`src/rtl/esc_pkg.sv`:
```
package esc_pkg;
  // strobes from control to datapath
  typedef struct packed {
    logic wr;     // capture ejection flit into buffer
    logic rd;     // drive buffered flit into injection queue
    logic flush;  // this read is the final buffered flit
  } escStrobe_t;
endpackage

```
`src/rtl/esc_timeout.sv`:
```
module esc_timeout #(
  parameter int NUM_CH  = 4,
  parameter int TIMEOUT = 32
) (
  input  logic              clk,
  input  logic              rstN,
  input  logic [NUM_CH-1:0] chValid,
  input  logic [NUM_CH-1:0] chProgress,
  output logic [NUM_CH-1:0] blocked
);
  localparam int CNT_W = $clog2(TIMEOUT + 1);

  for (genvar c = 0; c < NUM_CH; c++) begin : g_ch
    logic [CNT_W-1:0] stallCnt;
    always_ff @(posedge clk) begin
      if (!rstN || !chValid[c] || chProgress[c]) stallCnt <= '0;
      else if (stallCnt != CNT_W'(TIMEOUT))      stallCnt <= stallCnt + 1'b1;
    end
    assign blocked[c] = (stallCnt == CNT_W'(TIMEOUT));
  end
endmodule

```
`src/rtl/esc_ctrl.sv`:
```
module esc_ctrl
  import esc_pkg::*;
#(
  parameter int NUM_CH  = 4,
  parameter int PKT_MAX = 5,
  localparam int IDX_W  = $clog2(NUM_CH),
  localparam int OCC_W  = $clog2(PKT_MAX + 1)
) (
  input  logic              clk,
  input  logic              rstN,
  input  logic [NUM_CH-1:0] blocked,
  input  logic              ejValid,
  input  logic              ejTag,
  input  logic              ejLast,
  input  logic              coreValid,
  input  logic              coreLast,
  input  logic              qFull,
  input  logic              qBusy,
  output logic [NUM_CH-1:0] escGrant,
  output logic              coreReady,
  output escStrobe_t        strobe,
  output logic [OCC_W-1:0]  latchOcc
);
  logic             escActive;
  logic [IDX_W-1:0] escCh;
  logic [IDX_W-1:0] pickCh;
  logic             tailIn;
  logic             draining;
  logic [OCC_W-1:0] rdCnt;
  logic             coreMid;
  logic             corePush;
  logic             startEsc;

  // lowest-index blocked channel wins
  always_comb begin
    pickCh = '0;
    for (int i = NUM_CH - 1; i >= 0; i--)
      if (blocked[i]) pickCh = IDX_W'(i);
  end

  assign startEsc = !escActive && (latchOcc == '0) && (|blocked);

  always_comb begin
    escGrant = '0;
    if (escActive) escGrant[escCh] = 1'b1;
  end

  always_comb begin
    strobe.wr    = ejValid && ejTag && !tailIn;
    strobe.rd    = tailIn && !qFull && (draining || (!qBusy && !coreMid));
    strobe.flush = strobe.rd && (rdCnt == latchOcc - OCC_W'(1));
  end

  assign coreReady = !qFull && !draining && !(tailIn && !coreMid);
  assign corePush  = coreValid && coreReady;

  always_ff @(posedge clk) begin
    if (!rstN) begin
      escActive <= 1'b0;
      escCh     <= '0;
      latchOcc  <= '0;
      tailIn    <= 1'b0;
      draining  <= 1'b0;
      rdCnt     <= '0;
      coreMid   <= 1'b0;
    end else begin
      if (startEsc) begin
        escActive <= 1'b1;
        escCh     <= pickCh;
      end else if (escActive && strobe.wr && ejLast) begin
        escActive <= 1'b0;
      end

      if (strobe.flush) begin
        latchOcc <= '0;
        tailIn   <= 1'b0;
        draining <= 1'b0;
        rdCnt    <= '0;
      end else begin
        if (strobe.wr) begin
          latchOcc <= latchOcc + 1'b1;
          if (ejLast) tailIn <= 1'b1;
        end
        if (strobe.rd) begin
          draining <= 1'b1;
          rdCnt    <= rdCnt + 1'b1;
        end
      end

      if (corePush) coreMid <= !coreLast;
    end
  end
endmodule

```
`src/rtl/esc_datapath.sv`:
```
module esc_datapath
  import esc_pkg::*;
#(
  parameter int FLIT_W  = 16,
  parameter int PKT_MAX = 5,
  localparam int PTR_W  = $clog2(PKT_MAX)
) (
  input  logic              clk,
  input  logic              rstN,
  input  escStrobe_t        strobe,
  input  logic              ejValid,
  input  logic              ejTag,
  input  logic [FLIT_W-1:0] ejFlit,
  input  logic              coreValid,
  input  logic              coreReady,
  input  logic              coreLast,
  input  logic [FLIT_W-1:0] coreFlit,
  output logic              ejOutValid,
  output logic [FLIT_W-1:0] ejOutFlit,
  output logic              qPush,
  output logic [FLIT_W-1:0] qFlit,
  output logic              qLast
);
  logic [FLIT_W-1:0] store [PKT_MAX];
  logic [PTR_W-1:0]  wrPtr;
  logic [PTR_W-1:0]  rdPtr;

  always_ff @(posedge clk) begin
    if (strobe.wr) store[wrPtr] <= ejFlit;
  end

  always_ff @(posedge clk) begin
    if (!rstN || strobe.flush) begin
      wrPtr <= '0;
      rdPtr <= '0;
    end else begin
      if (strobe.wr) wrPtr <= wrPtr + 1'b1;
      if (strobe.rd) rdPtr <= rdPtr + 1'b1;
    end
  end

  // tag-steered ejection
  assign ejOutValid = ejValid && !ejTag;
  assign ejOutFlit  = ejFlit;

  // injection multiplexer: buffered flits win
  assign qPush = strobe.rd || (coreValid && coreReady);
  assign qFlit = strobe.rd ? store[rdPtr] : coreFlit;
  assign qLast = strobe.rd ? strobe.flush : coreLast;
endmodule

```
`src/rtl/esc_recovery.sv`:
```
module esc_recovery
  import esc_pkg::*;
#(
  parameter int NUM_CH  = 4,
  parameter int FLIT_W  = 16,
  parameter int TIMEOUT = 32,
  parameter int PKT_MAX = 5
) (
  input  logic              clk,
  input  logic              rstN,
  input  logic [NUM_CH-1:0] chValid,
  input  logic [NUM_CH-1:0] chProgress,
  output logic [NUM_CH-1:0] escGrant,
  input  logic              ejValid,
  input  logic              ejTag,
  input  logic              ejLast,
  input  logic [FLIT_W-1:0] ejFlit,
  output logic              ejOutValid,
  output logic [FLIT_W-1:0] ejOutFlit,
  input  logic              coreValid,
  input  logic              coreLast,
  input  logic [FLIT_W-1:0] coreFlit,
  output logic              coreReady,
  input  logic              qFull,
  input  logic              qBusy,
  output logic              qPush,
  output logic [FLIT_W-1:0] qFlit,
  output logic              qLast
);
  localparam int OCC_W = $clog2(PKT_MAX + 1);

  logic [NUM_CH-1:0] blocked;
  escStrobe_t        strobe;
  logic [OCC_W-1:0]  latchOcc;

  esc_timeout #(.NUM_CH(NUM_CH), .TIMEOUT(TIMEOUT)) i_timeout (
    .clk, .rstN, .chValid, .chProgress, .blocked
  );

  esc_ctrl #(.NUM_CH(NUM_CH), .PKT_MAX(PKT_MAX)) i_ctrl (
    .clk, .rstN, .blocked, .ejValid, .ejTag, .ejLast, .coreValid, .coreLast,
    .qFull, .qBusy, .escGrant, .coreReady, .strobe, .latchOcc
  );

  esc_datapath #(.FLIT_W(FLIT_W), .PKT_MAX(PKT_MAX)) i_dp (
    .clk, .rstN, .strobe, .ejValid, .ejTag, .ejFlit, .coreValid, .coreReady,
    .coreLast, .coreFlit, .ejOutValid, .ejOutFlit, .qPush, .qFlit, .qLast
  );
endmodule

```
`config.mk`:
```
export PLATFORM = sky130hd
export DESIGN_NAME = esc_recovery
export DESIGN_NICKNAME = d
export VERILOG_FILES = /design/src/rtl/esc_pkg.sv /design/src/rtl/esc_timeout.sv /design/src/rtl/esc_ctrl.sv /design/src/rtl/esc_datapath.sv /design/src/rtl/esc_recovery.sv
export SDC_FILE = /design/constraint.sdc
export NUM_CORES = 1
export LEC_CHECK = 0
export BUFFER_PORTS_ARGS = -buffer_cell sky130_fd_sc_hd__buf_2
export CAP_MARGIN = 30
export CORE_MARGIN = 5
export CORE_UTILIZATION = 57
export DETAILED_ROUTE_END_ITERATION = 10
export HOLD_SLACK_MARGIN = 0.1
export PLACE_DENSITY = 0.81
export SETUP_SLACK_MARGIN = 0.1
export SYNTH_ARGS = -nofsm -noshare
export SYNTH_HDL_FRONTEND = slang
export SYNTH_SLANG_ARGS = --single-unit
```
`constraint.sdc`:
```
create_clock -name clk -period 4.7 [get_ports clk]
set_clock_uncertainty 0.1 [all_clocks]
set_input_delay 0.94 -clock clk [delete_from_list [all_inputs] [get_ports clk]]
set_output_delay 0.94 -clock clk [all_outputs]
set_load 0.005 [all_outputs]
```
* Yosys cells after proc, flatten, opt, wreduce, memory -nomap -nowiden
Memories as Yosys holds them, arrays and structs flattened. A register that Yosys moved wholly into a read port is not among the register bits.
Cells that the tools add are included.
W data, S select, Z words.
** Operators by class
- Eq/ne operators :: 9
- Muxes and demuxes :: 15
- $add $sub $neg :: 9
- Reduce and logical (&&, ||, !) cells :: 46
- Magnitude comparators :: 2
- Bitwise operators :: 1
** Operators with widths (count)
- $add A6 B1 Y6 const B :: 4
- $eq A6 B6 Y1 const B :: 4
- $ne A6 B6 Y1 const B :: 4
- $logic_and A1 B1 Y1 :: 16
- $mux W16 :: 1
- $logic_not A1 Y1 :: 14
- $add A3 B1 Y3 const B :: 4
- $logic_or A1 B1 Y1 :: 11
- $mux W2 :: 4
- $mux W1 :: 6
- $mux W3 :: 2
- $mux W4 :: 1
- $reduce_or A4 Y1 :: 1
- $eq A3 B3 Y1 :: 1
- $logic_not A3 Y1 :: 1
- $lt A2 B3 Y1 const B :: 1
- $sub A3 B1 Y3 const B :: 1
- $demux W1 S2 :: 1
- $ge A2 B1 Y1 const B :: 1
- $reduce_and A2 Y1 :: 1
- $reduce_bool A2 Y1 :: 1
- $reduce_or A2 Y1 :: 1
- $not A1 Y1 :: 1
** Storage, ports and cells
- Memories :: 1
- Output and inout bits :: 40
- Bits in registers :: 42
- Bits of input ports :: 49
- RAM bits :: 80
** Memory list
- i_dp.store :: words 5, bits a word 16, read ports 1, clocked after Yosys merged registers in 1, wr ports 1, line esc_datapath.sv:24 : logic [FLIT_W-1:0] store [PKT_MAX];

* Depth between registers and ports, before layout
Gate-level depths: netlist (run 1).
- Word-level depth :: 7
- Mapped depth :: 7
- Gate-level depth less buffers :: 6

* By module
From an unflattened synthesis (run 1), not the netlist that was laid out.
** Second synthesis, totals
- Cells, all modules :: 415
- Area, all modules :: 5505.3 um2
** By module, submodules not included
- esc_datapath :: sequential area each 2582.5 um2, area each 3639.7 um2, cells each 208, times used 1
- esc_timeout :: sequential area each 480.5 um2, area each 1193.6 um2, cells each 132, times used 1
- esc_ctrl :: sequential area each 240.2 um2, area each 671.9 um2, cells each 75, times used 1

* Worst setup path before layout (run 1)
Ideal clock, no wire load.
- Path type :: input to register
- Start :: input ejValid
- End :: memory i_dp.store[4][0], enable pin
- Path buffers :: 0
- Arrival :: 2.908 ns
- Cell stages on the path :: 2
- Data required time :: 4.164 ns
- Slack :: 1.256 ns
- Cells stage by stage :: nand3b_1 nor4b_1
** Between the ends
- Word-level cells in the longest chain between the ends :: 4
** Ends and longest elaborated chain
- start: declaration :: line esc_recovery.sv:14 : input logic ejValid,
- $logic_and A1 B1 Y1 (2 in series) :: line esc_ctrl.sv:49 : strobe.wr = ejValid && ejTag && !tailIn;
- $mux W1 :: line esc_datapath.sv:29 : if (strobe.wr) store[wrPtr] <= ejFlit;
- $mux W1 (not written as such) :: line esc_datapath.sv:29
- end: declaration :: line esc_datapath.sv:24
Every way passes these cells.

==> impl_metrics.json, run 1 <==
{
  "synth_xor_area_frac": 0.0504,
  "setup_viol": 0,
  "root_buffer": "clkbuf_8",
  "clk-insertion-delay-late_ns": 0.52,
  "cts_resized": 0,
  "fillers": 626,
  "path_class": "flip-flop to primary output",
  "drtIter0Drc": 202,
  "synth_top_family_by_area": "simple AND/OR/NAND/NOR gates",
  "remaining_drc_errors": 0,
  "antenna_found_initial": 0,
  "ir_drop_uv": 276,
  "rsz0062_at_grt": "no",
  "path_buf_inv": 1,
  "status": "completed",
  "ys.flop_type": "edfxtp_1",
  "hold_viol": 0,
  "tns_ns": 0,
  "p_seq_frac": 0.469,
  "crit_path_end": "qFlit[14]",
  "hold_buffers": 0,
  "start_util": 0.583,
  "drt_wl_total_um": 11000,
  "synth_top_area_frac": 0.446,
  "end_kind": "primary output",
  "grt_remaining_overflow": 0,
  "synth_area_sq_um": 5390,
  "cap_violations": 0,
  "cts.sink_count": 125,
  "post-place-ws_ns": 1.31,
  "startpoint_type": "flip-flop",
  "viasPerCell": 5.42,
  "numCtsBuffers": 17,
  "worstPathArrival_ns": 2.40,
  "dr.pass1.iters": 4,
  "worstPathMaxFanout": 16,
  "cts_setup_buffers": 0,
  "path_delay_family": "flip-flops",
  "synth_top_area_cell": "edfxtp_1",
  "slowest_stage": "dfxtp_1",
  "first_global_vias": 3549,
  "vias": 3416,
  "r2r_slack_ns": 2.32,
  "final.period_utilization": 0.732,
  "powerDensity_nw_per_um2": 396,
  "ys_seq_area_frac": 0.613,
  "yosys.area_share.simple": 0.106,
  "synth.net_count": 466,
  "async_reset_ff_frac": 0,
  "yosysWarnings": 0,
  "swShare": 0.245,
  "yosys-mux-area-fraction": 0.102,
  "worst_pin_slew_ns": 0.961,
  "area_delta_synth_final_pct": 19.6,
  "core_area_sq_um": 9240,
  "hpwl_um": 7090,
  "crit_required_ns": 3.66,
  "synth_fa_ha_area_frac": 0.0325,
  "dieArea_sq_um": 11500,
  "io_buffers": 88,
  "ios": 89,
  "globalplace.congestion": 0.784,
  "wl_per_cell_um": 17.4,
  "switching_power_uw": 625,
  "synth_area_leaders": "edfxtp_1 (45%), dfxtp_1 (17%), mux4_2 (6.7%)",
  "internal_power_mw": 1.92,
  "reg2reg_depth": 3,
  "synth-edff-count": 80,
  "cts_tree": "yes",
  "drive_gt1_frac": 0.309,
  "rows": 35,
  "clk_pin_slew_ns": 0.06,
  "final_nets": 551,
  "fmax_ghz": 0.291,
  "clockBufferDepth": 2,
  "grt_max_degree": 42,
  "die_w_um": 107,
  "ys_seq_elements": 125,
  "leakage_nw": 2.42,
  "netlist_instances": 403,
  "clkPwrFrac": 0.479,
  "path_cells": "mux4_2 > mux2i_1 > o21ai_0 > buf_2",
  "critPathMaxStageDelay_ns": 0.92,
  "postSynthAreaPerCell_sq_um": 13.4,
  "critical_path_depth": 4,
  "slew-limit-headroom": 0.357,
  "antenna_cells": 0,
  "fin_ws_ns": 1.26,
  "grtUsageTotal": 0.202,
  "chipHeight_um": 107,
  "maxSlewViolCount": 0,
  "ant_nets": 0,
  "finalCriticalPeriod_ns": 3.44,
  "hold_class": "flip-flop to flip-flop",
  "synth_compound_area_frac": 0.0481,
  "grt_pass1_wl_um": 17400,
  "pwr-share-comb": 0.052,
  "reg2reg_from": "i_ctrl.tailIn$_SDFFE_PP0P_",
  "htreeDepth": 4,
  "r2r-end": "i_dp.store[4][12]$_DFFE_PP_",
  "yosys.cell_types.count": 43,
  "worstHoldStart": "i_ctrl.draining$_SDFFE_PP0P_"
}
-- through the flow --
stage / util / instances / instance area (sq um) / total power, mW / hold slack [ns]
finish: 0.697 / 630 / 6440 / 2.55 / 0.372
global route: 0.697 / 630 / 6440 / 2.63 / 0.410
CTS: 0.697 / 630 / 6440 / 2.57 / 0.375
detailed placement: 0.636 / 598 / 5880 / 1.35 / 0.367
global placement: 0.633 / 597 / 5850 / 1.34 / 0.363
floorplan: - / 403 / 5390 / 1.29 / 0.343
-- worst min-delay path by stage --
stage,end,slack (ns),depth (start not counted)
after CTS,i_ctrl.draining$_SDFFE_PP0P_,0.38,2
after detailed placement,i_ctrl.draining$_SDFFE_PP0P_,0.37,2
after floorplan,i_ctrl.draining$_SDFFE_PP0P_,0.34,2
final,i_ctrl.draining$_SDFFE_PP0P_,0.37,2
after global placement,i_ctrl.draining$_SDFFE_PP0P_,0.36,2
after global routing,i_ctrl.draining$_SDFFE_PP0P_,0.41,2
-- sequential cells by signal (all words and copies together), names as in the netlist, named ones only --
register	flops
i_ctrl.coreMid	1
i_dp.store	80
i_ctrl.latchOcc	3
i_ctrl.rdCnt	3
i_ctrl.tailIn	1
i_dp.rdPtr	3
i_ctrl.escActive	1
i_dp.wrPtr	3
i_timeout.g_ch.stallCnt	24
i_ctrl.draining	1
i_ctrl.escCh	2
-- cell usage after synthesis (3+ instances only) --
| master | count |
|---|---|
| nor2_1 | 40 |
| nor4b_1 | 5 |
| inv_1 | 13 |
| a21oi_1 | 10 |
| nand2b_1 | 3 |
| edfxtp_1 | 80 |
| xnor2_1 | 15 |
| dfxtp_1 | 45 |
| buf_4 | 17 |
| ha_1 | 14 |
| nand3_1 | 14 |
| mux2i_1 | 19 |
| clkbuf_1 | 4 |
| and3_1 | 3 |
| mux4_2 | 16 |
| nand3b_1 | 5 |
| nand2_1 | 37 |
| o21ai_0 | 6 |
| xor2_1 | 16 |
| o21ai_1 | 10 |
| buf_2 | 5 |
-- worst min-delay path, cell delays in order (launching register included) --
cell     delay (ns)
dfxtp_1        0.32
inv_1          0.06
a21oi_1        0.05
-- power by group through the flow --
stage          sequential [mW]  clock, mW  combinational (mW)
2_1_floorplan             1.22          0              0.0767
3_3_place_gp              1.22          0               0.124
3_5_place_dp              1.22          0               0.130
4_1_cts                   1.20       1.24               0.132
5_1_grt                   1.20       1.29               0.145
6_report                  1.20       1.22               0.131
-- cell usage in the layout (no fill, tap or decap), drive strengths merged, types with 14 or more instances in the layout --
cell type / count
inv: 22
buf: 95
ha: 14
mux4: 16
nand3: 14
xnor2: 15
nor2: 40
o21ai: 16
edfxtp: 80
clkbuf: 17
mux2i: 19
dfxtp: 45
xor2: 16
nand2: 38
-- cell families (layout without fill, tap and decap cells) --
| logic type | after synthesis | after routing |
|---|---|---|
| flip-flops | 125 | 125 |
| AND/OR/NAND/NOR | 118 | 118 |
| buffers and inverters | 42 | 140 |
| AO/OA/AOI/OAI | 38 | 38 |
| multiplexers | 35 | 35 |
| XOR/XNOR | 31 | 31 |
| adder cells (fa/ha/maj) | 14 | 14 |
-- area by class of cell --
class | count | area, sq um | area share
Clock buffer | 17 | 414 | 0.0643
Clock inverter | 15 | 150 | 0.0233
Inverter | 13 | 48.8 | 0.00758
Multi-Input combinational cell | 236 | 1850 | 0.287
Sequential cell | 125 | 3300 | 0.513
Tap cell | 129 | 161 | 0.0251
Timing Repair Buffer | 95 | 513 | 0.0796
-- per-layer routing --
metal | global-route usage | wire length (um) | vias up
met4 | 0.0767 | 191 | 0
met2 | 0.357 | 5890 | 131
met5 | 0 | 0 | -
li1 | - | - | 1603
met3 | 0.0524 | 626 | 19
met1 | 0.234 | 4250 | 1663
Power figures use the tool's default switching activity.
==> run 2, diff against run 1 <==
--- a/config.mk
+++ b/config.mk
@@ -5,13 +5,14 @@
 export SDC_FILE = /design/constraint.sdc
 export NUM_CORES = 1
 export LEC_CHECK = 0
+export ABC_AREA = 1
 export BUFFER_PORTS_ARGS = -buffer_cell sky130_fd_sc_hd__buf_2
 export CAP_MARGIN = 30
 export CORE_MARGIN = 5
-export CORE_UTILIZATION = 57
+export CORE_UTILIZATION = 56
 export DETAILED_ROUTE_END_ITERATION = 10
 export HOLD_SLACK_MARGIN = 0.1
-export PLACE_DENSITY = 0.81
+export PLACE_DENSITY = 0.79
 export SETUP_SLACK_MARGIN = 0.1
 export SYNTH_ARGS = -nofsm -noshare
 export SYNTH_HDL_FRONTEND = slang
==> constraint.sdc (replaced) <==
create_clock -name clk -period 3.4 [get_ports clk]
set_clock_uncertainty 0.1 [all_clocks]
set_input_delay 0.68 -clock clk [delete_from_list [all_inputs] [get_ports clk]]
set_output_delay 0.68 -clock clk [all_outputs]
set_load 0.005 [all_outputs]
==> run 2 against run 1 <==
Compared with the run above: area after synthesis rose by 1.3%; sequential share of layout area fell by 0.71 points; critical endpoint is now qFlit[5]; non-clock buffer count rose by 2; worst setup slack got worse by 0.77 ns; total power rose by 42%; largest cell class unchanged; largest power group unchanged.
==> impl_metrics.json, run 2 <==
{
  "drive_gt1_frac": 0.257,
  "ant_nets": 0,
  "rows": 36,
  "ios": 89,
  "final.period_utilization": 0.857,
  "final_nets": 677,
  "ir_drop_uv": 317,
  "path_buf_inv": 2,
  "yosys-top-cells-count": "edfxtp_1 (80), nor2_1 (71), nand2_1 (60)",
  "status": "completed",
  "grt_max_degree": 33,
  "fin_area_sq_um": 6530,
  "area_delta_synth_final_pct": 19.7,
  "netlist_instances": 531,
  "root_buffer": "clkbuf_8",
  "worst_pin_slew_ns": 0.638,
  "hold_class": "input port to flip-flop",
  "powerDensity_nw_per_um2": 554,
  "fmax_ghz": 0.343,
  "synth.net_count": 594,
  "synth_top_area_frac": 0.440,
  "top_register": "i_dp.store",
  "setup_viol": 0,
  "cap_violations": 0,
  "remaining_drc_errors": 0,
  "clk_pin_slew_ns": 0.06,
  "grt_remaining_overflow": 0,
  "largest_reg_flops": 80,
  "placed_area_sq_um": 5930,
  "synth-edff-count": 80,
  "reg.largest.list": "i_dp.store x80, i_timeout.g_ch.stallCnt x24",
  "core_area_sq_um": 9640,
  "numCtsBuffers": 17,
  "leakage_nw": 2.55,
  "synth_top_area_cell": "edfxtp_1",
  "cts_tree": "yes",
  "crit_required_ns": 2.62,
  "yosysWarnings": 0,
  "postSynthAreaPerCell_sq_um": 10.3,
  "drt_wl_total_um": 11600,
  "vias": 4025,
  "critPathMaxStageDelay_ns": 0.72,
  "synth.most_common_cell": "edfxtp_1",
  "viasPerCell": 5.30,
  "slowest_stage": "dfxtp_1",
  "yosys.cell_types.count": 34,
  "rsz0062_at_grt": "no",
  "cts_setup_buffers": 0,
  "clockBufferDepth": 2,
  "path_delay_family": "flip-flops",
  "finalCriticalPeriod_ns": 2.91,
  "synth_area_leaders": "edfxtp_1 (44%), dfxtp_1 (17%), a21oi_1 (5.0%)",
  "ys_seq_elements": 125,
  "hpwl_um": 7570,
  "hold_viol": 0,
  "fin_util": 0.678,
  "grtUsageTotal": 0.209,
  "hold_buffers": 0,
  "die_w_um": 109,
  "first_global_vias": 4062,
  "drtIter0Drc": 234,
  "startpoint_type": "flip-flop",
  "grt_pass1_wl_um": 18800,
  "clk-insertion-delay-late_ns": 0.51,
  "globalplace.congestion": 0.853,
  "async_reset_ff_frac": 0,
  "ys.flop_type": "edfxtp_1",
  "synth_area_sq_um": 5460,
  "start_util": 0.566,
  "ys_seq_area_frac": 0.605,
  "htreeDepth": 4,
  "layout.cells.non_filler": 760,
  "placedCellCount": 728,
  "antenna_cells": 0,
  "chipHeight_um": 109,
  "most-common-layout-cells": "buf_2 (88), edfxtp_1 (80), nor2_1 (71)",
  "end_kind": "primary output",
  "cts_resized": 0,
  "worstPathArrival_ns": 2.13,
  "io_buffers": 88,
  "slew-limit-headroom": 0.572,
  "path_cells": "inv_2 > o21ai_0 > o22ai_1 > nand2_1 > a21oi_1 > buf_2",
  "tns_ns": 0,
  "worstPathMaxFanout": 17,
  "dr.pass1.iters": 5,
  "dieArea_sq_um": 11800,
  "final_common_cell": "buf_2",
  "wl_per_cell_um": 15.2,
  "path_class": "flip-flop to primary output",
  "cts.sink_count": 125,
  "maxSlewViolCount": 0,
  "antenna_found_initial": 0
}
[run 2: final timing paths]
| check | depth (start not counted) | slack (ns) | start | endpoint |
|---|---|---|---|---|
| max | 6 | 0.49 | flip-flop | qFlit[5] |
| min | 1 | 0.31 | ejFlit[6] | i_dp.store[3][6]$_DFFE_PP_ |
| max reg2reg | 6 | 1.32 | i_ctrl.tailIn$_SDFFE_PP0P_ | i_dp.store[0][11]$_DFFE_PP_ |
| min reg2reg | 2 | 0.37 | i_timeout.g_ch[2].stallCnt[5]$_SDFFE_PP0N_ | i_timeout.g_ch[2].stallCnt[5]$_SDFFE_PP0N_ |
[run 2: metal layers]
metal	wire length [um]	part of all wire	track usage	vias up
met5	0	0	0	-
met4	245	0.021	0.0929	0
met3	771	0.067	0.0515	20
met2	5930	0.51	0.369	157
met1	4610	0.40	0.240	1876
li1	-	-	-	1972
[run 2: final cells by class]
type,instances,area [sq um]
fillers,704,3110
multi-input cells,333,1810
repair buffers,97,508
flip-flops and latches,125,3300
clock buffers,17,414
inverters,40,150
clock inverters,15,184
well taps,133,166
[run 2: cell families (layout without fill, tap and decap cells)]
logic type,count (synthesis),after routing,synth area share
xor+xnor,18,18,0.0289
flops,125,125,0.605
compound gates,127,127,0.127
buf+inv,73,169,0.0665
simple gates,174,174,0.140
fa+ha+maj,14,14,0.0321
[run 2: where the power goes]
group / leakage (nW) / switching, mW / total [mW] / internal, mW
clock network: 0.286 / 0.672 / 1.80 / 1.13
logic: 1.17 / 0.104 / 0.175 / 0.0707
registers: 1.09 / 0.0102 / 1.65 / 1.64
total: 2.55 / 0.786 / 3.62 / 2.83
[run 2: per-stage QoR]
| step | setup slack, ns | total power [mW] | hold WS [ns] |
|---|---|---|---|
| after CTS | 0.499 | 3.64 | 0.287 |
| after floorplan | 0.683 | 1.78 | 0.338 |
| final | 0.488 | 3.62 | 0.306 |
| after global placement | 0.924 | 1.85 | 0.348 |
| after detailed placement | 0.876 | 1.85 | 0.367 |
| after global routing | 0.285 | 3.75 | 0.288 |
==> run 3, diff against run 2 <==
--- a/config.mk
+++ b/config.mk
@@ -10,6 +10,7 @@
 export CAP_MARGIN = 30
 export CORE_MARGIN = 5
 export CORE_UTILIZATION = 56
+export CTS_BUF_LIST = sky130_fd_sc_hd__clkbuf_16
 export DETAILED_ROUTE_END_ITERATION = 10
 export HOLD_SLACK_MARGIN = 0.1
 export PLACE_DENSITY = 0.79
==> run 3 against run 2 <==
Compared with the run above: die area is the same; cell area rose by 0.17%; combinational power hardly changed; flip-flop and latch count stayed put; via count barely moved; critical path depth is the same; critical path type unchanged; largest cell class unchanged; hold slack gained 0.064 ns.
==> impl_metrics.json, run 3 (synthesized netlist as in run 2, its figures left out) <==
{
  "drtIter0Drc": 255,
  "clockBufferDepth": 2,
  "r2r-end": "i_dp.store[0][14]$_DFFE_PP_",
  "grt_pass1_wl_um": 19000,
  "worstPathMaxFanout": 24,
  "rows": 36,
  "swShare": 0.216,
  "reg.largest.list": "i_dp.store x80, i_timeout.g_ch.stallCnt x24",
  "globalplace.congestion": 0.853,
  "largest_reg_flops": 80,
  "critical_path_depth": 6,
  "clk_pin_slew_ns": 0.06,
  "final_nets": 677,
  "cap_violations": 0,
  "worst_pin_slew_ns": 0.620,
  "leakage_nw": 2.55,
  "maxSlewViolCount": 0,
  "ir_drop_uv": 309,
  "slew-limit-headroom": 0.585,
  "internal_power_mw": 2.87,
  "cts.sink_count": 125,
  "drive_gt1_frac": 0.257,
  "viasPerCell": 5.29,
  "root_buffer": "clkbuf_16",
  "startpoint_type": "flip-flop",
  "clkPwrFrac": 0.502,
  "start_util": 0.566,
  "path_class": "flip-flop to primary output",
  "die_w_um": 109,
  "layout.cells.non_filler": 760,
  "rsz0062_at_grt": "no",
  "grt_max_degree": 33,
  "clk-insertion-delay-late_ns": 0.40,
  "tns_ns": 0,
  "worstPathArrival_ns": 2.06,
  "crit_path_end": "qFlit[12]",
  "antenna_cells": 0,
  "grt_remaining_overflow": 0,
  "ios": 89,
  "dieArea_sq_um": 11800,
  "p_seq_frac": 0.450,
  "reg2reg_depth": 6,
  "final_common_cell": "buf_2",
  "reg2reg_from": "i_ctrl.tailIn$_SDFFE_PP0P_",
  "final.period_utilization": 0.837,
  "path_buf_inv": 2,
  "cts_tree": "yes",
  "top_register": "i_dp.store",
  "finalCriticalPeriod_ns": 2.84,
  "fin_area_sq_um": 6540,
  "ant_nets": 0,
  "switching_power_uw": 789,
  "end_kind": "primary output",
  "cts_resized": 0,
  "path_delay_family": "compound AO/OA/AOI/OAI gates",
  "r2r_slack_ns": 1.31,
  "hpwl_um": 7570,
  "drt_wl_total_um": 11600,
  "powerDensity_nw_per_um2": 559,
  "cts_setup_buffers": 0,
  "placed_area_sq_um": 5930,
  "hold_buffers": 0,
  "hold_class": "flip-flop to flip-flop",
  "fin_ws_ns": 0.555,
  "placedCellCount": 728,
  "first_global_vias": 4067,
  "chipHeight_um": 109,
  "fillers": 706,
  "crit_required_ns": 2.62,
  "numCtsBuffers": 17,
  "critPathMaxStageDelay_ns": 0.52,
  "fin_util": 0.679,
  "wl_per_cell_um": 15.3,
  "post-place-ws_ns": 0.876,
  "dr.pass1.iters": 5,
  "setup_viol": 0,
  "antenna_found_initial": 0,
  "most-common-layout-cells": "buf_2 (88), edfxtp_1 (80), nor2_1 (71)",
  "slowest_stage": "dfxtp_1",
  "grtUsageTotal": 0.211,
  "pwr-share-comb": 0.048,
  "area_delta_synth_final_pct": 19.9,
  "remaining_drc_errors": 0,
  "path_cells": "buf_4 > o21ai_0 > o22ai_1 > nand2_1 > a21oi_1 > buf_2",
  "hold_viol": 0,
  "vias": 4024,
  "htreeDepth": 4,
  "fmax_ghz": 0.351,
  "status": "completed",
  "io_buffers": 88,
  "core_area_sq_um": 9640
}
run 3: per-stage QoR:
stage               power (mW)  hold WS [ns]
floorplan                 1.78         0.338
global placement          1.85         0.348
detailed placement        1.85         0.367
CTS                       3.68         0.375
global route              3.80         0.396
finish                    3.66         0.370
run 3: worst min-delay path by stage:
stage | start | end | slack [ns] | cells past startpoint
after global placement | i_timeout.g_ch[0].stallCnt[5]$_SDFFE_PP0P_ | i_timeout.g_ch[0].stallCnt[5]$_SDFFE_PP0P_ | 0.35 | 2
final | i_timeout.g_ch[2].stallCnt[5]$_SDFFE_PP0N_ | i_timeout.g_ch[2].stallCnt[5]$_SDFFE_PP0N_ | 0.37 | 2
after global routing | i_timeout.g_ch[1].stallCnt[5]$_SDFFE_PP0P_ | i_timeout.g_ch[1].stallCnt[5]$_SDFFE_PP0P_ | 0.40 | 2
after CTS | i_timeout.g_ch[2].stallCnt[5]$_SDFFE_PP0N_ | i_timeout.g_ch[2].stallCnt[5]$_SDFFE_PP0N_ | 0.38 | 2
after floorplan | i_timeout.g_ch[0].stallCnt[5]$_SDFFE_PP0P_ | i_timeout.g_ch[0].stallCnt[5]$_SDFFE_PP0P_ | 0.34 | 2
after detailed placement | i_timeout.g_ch[2].stallCnt[5]$_SDFFE_PP0N_ | i_timeout.g_ch[2].stallCnt[5]$_SDFFE_PP0N_ | 0.37 | 2
run 3: layout make-up:
type                    count  area, sq um  share of cell area
well taps                 133          166              0.0254
repair buffers             97          508              0.0776
flip-flops and latches    125         3300               0.505
multi-input cells         333         1810               0.276
clock buffers              17          425              0.0650
clock inverters            15          184              0.0281
inverters                  40          150              0.0229
run 3: per-layer routing:
layer,wire [um],GRT usage,up-vias
met5,0,0,-
met4,229,0.0839,0
met3,772,0.0545,21
met2,6020,0.376,151
met1,4590,0.243,1878
li1,-,-,1974
run 3: worst reg2reg max path, cell delays in order (launching register included):
cell,delay (ns)
dfxtp_1,0.36
inv_1,0.12
nand3_2,0.17
inv_1,0.22
nand2_1,0.16
nor2_1,0.36
buf_4,0.30
run 3: power groups by stage:
| stage | Clock [mW] | Combinational, mW | Sequential, mW |
|---|---|---|---|
| 3_5_place_dp | 0 | 0.174 | 1.68 |
| 4_1_cts | 1.86 | 0.176 | 1.65 |
| 5_1_grt | 1.95 | 0.197 | 1.65 |
| 3_3_place_gp | 0 | 0.169 | 1.68 |
| 6_report | 1.84 | 0.175 | 1.65 |
| 2_1_floorplan | 0 | 0.102 | 1.68 |
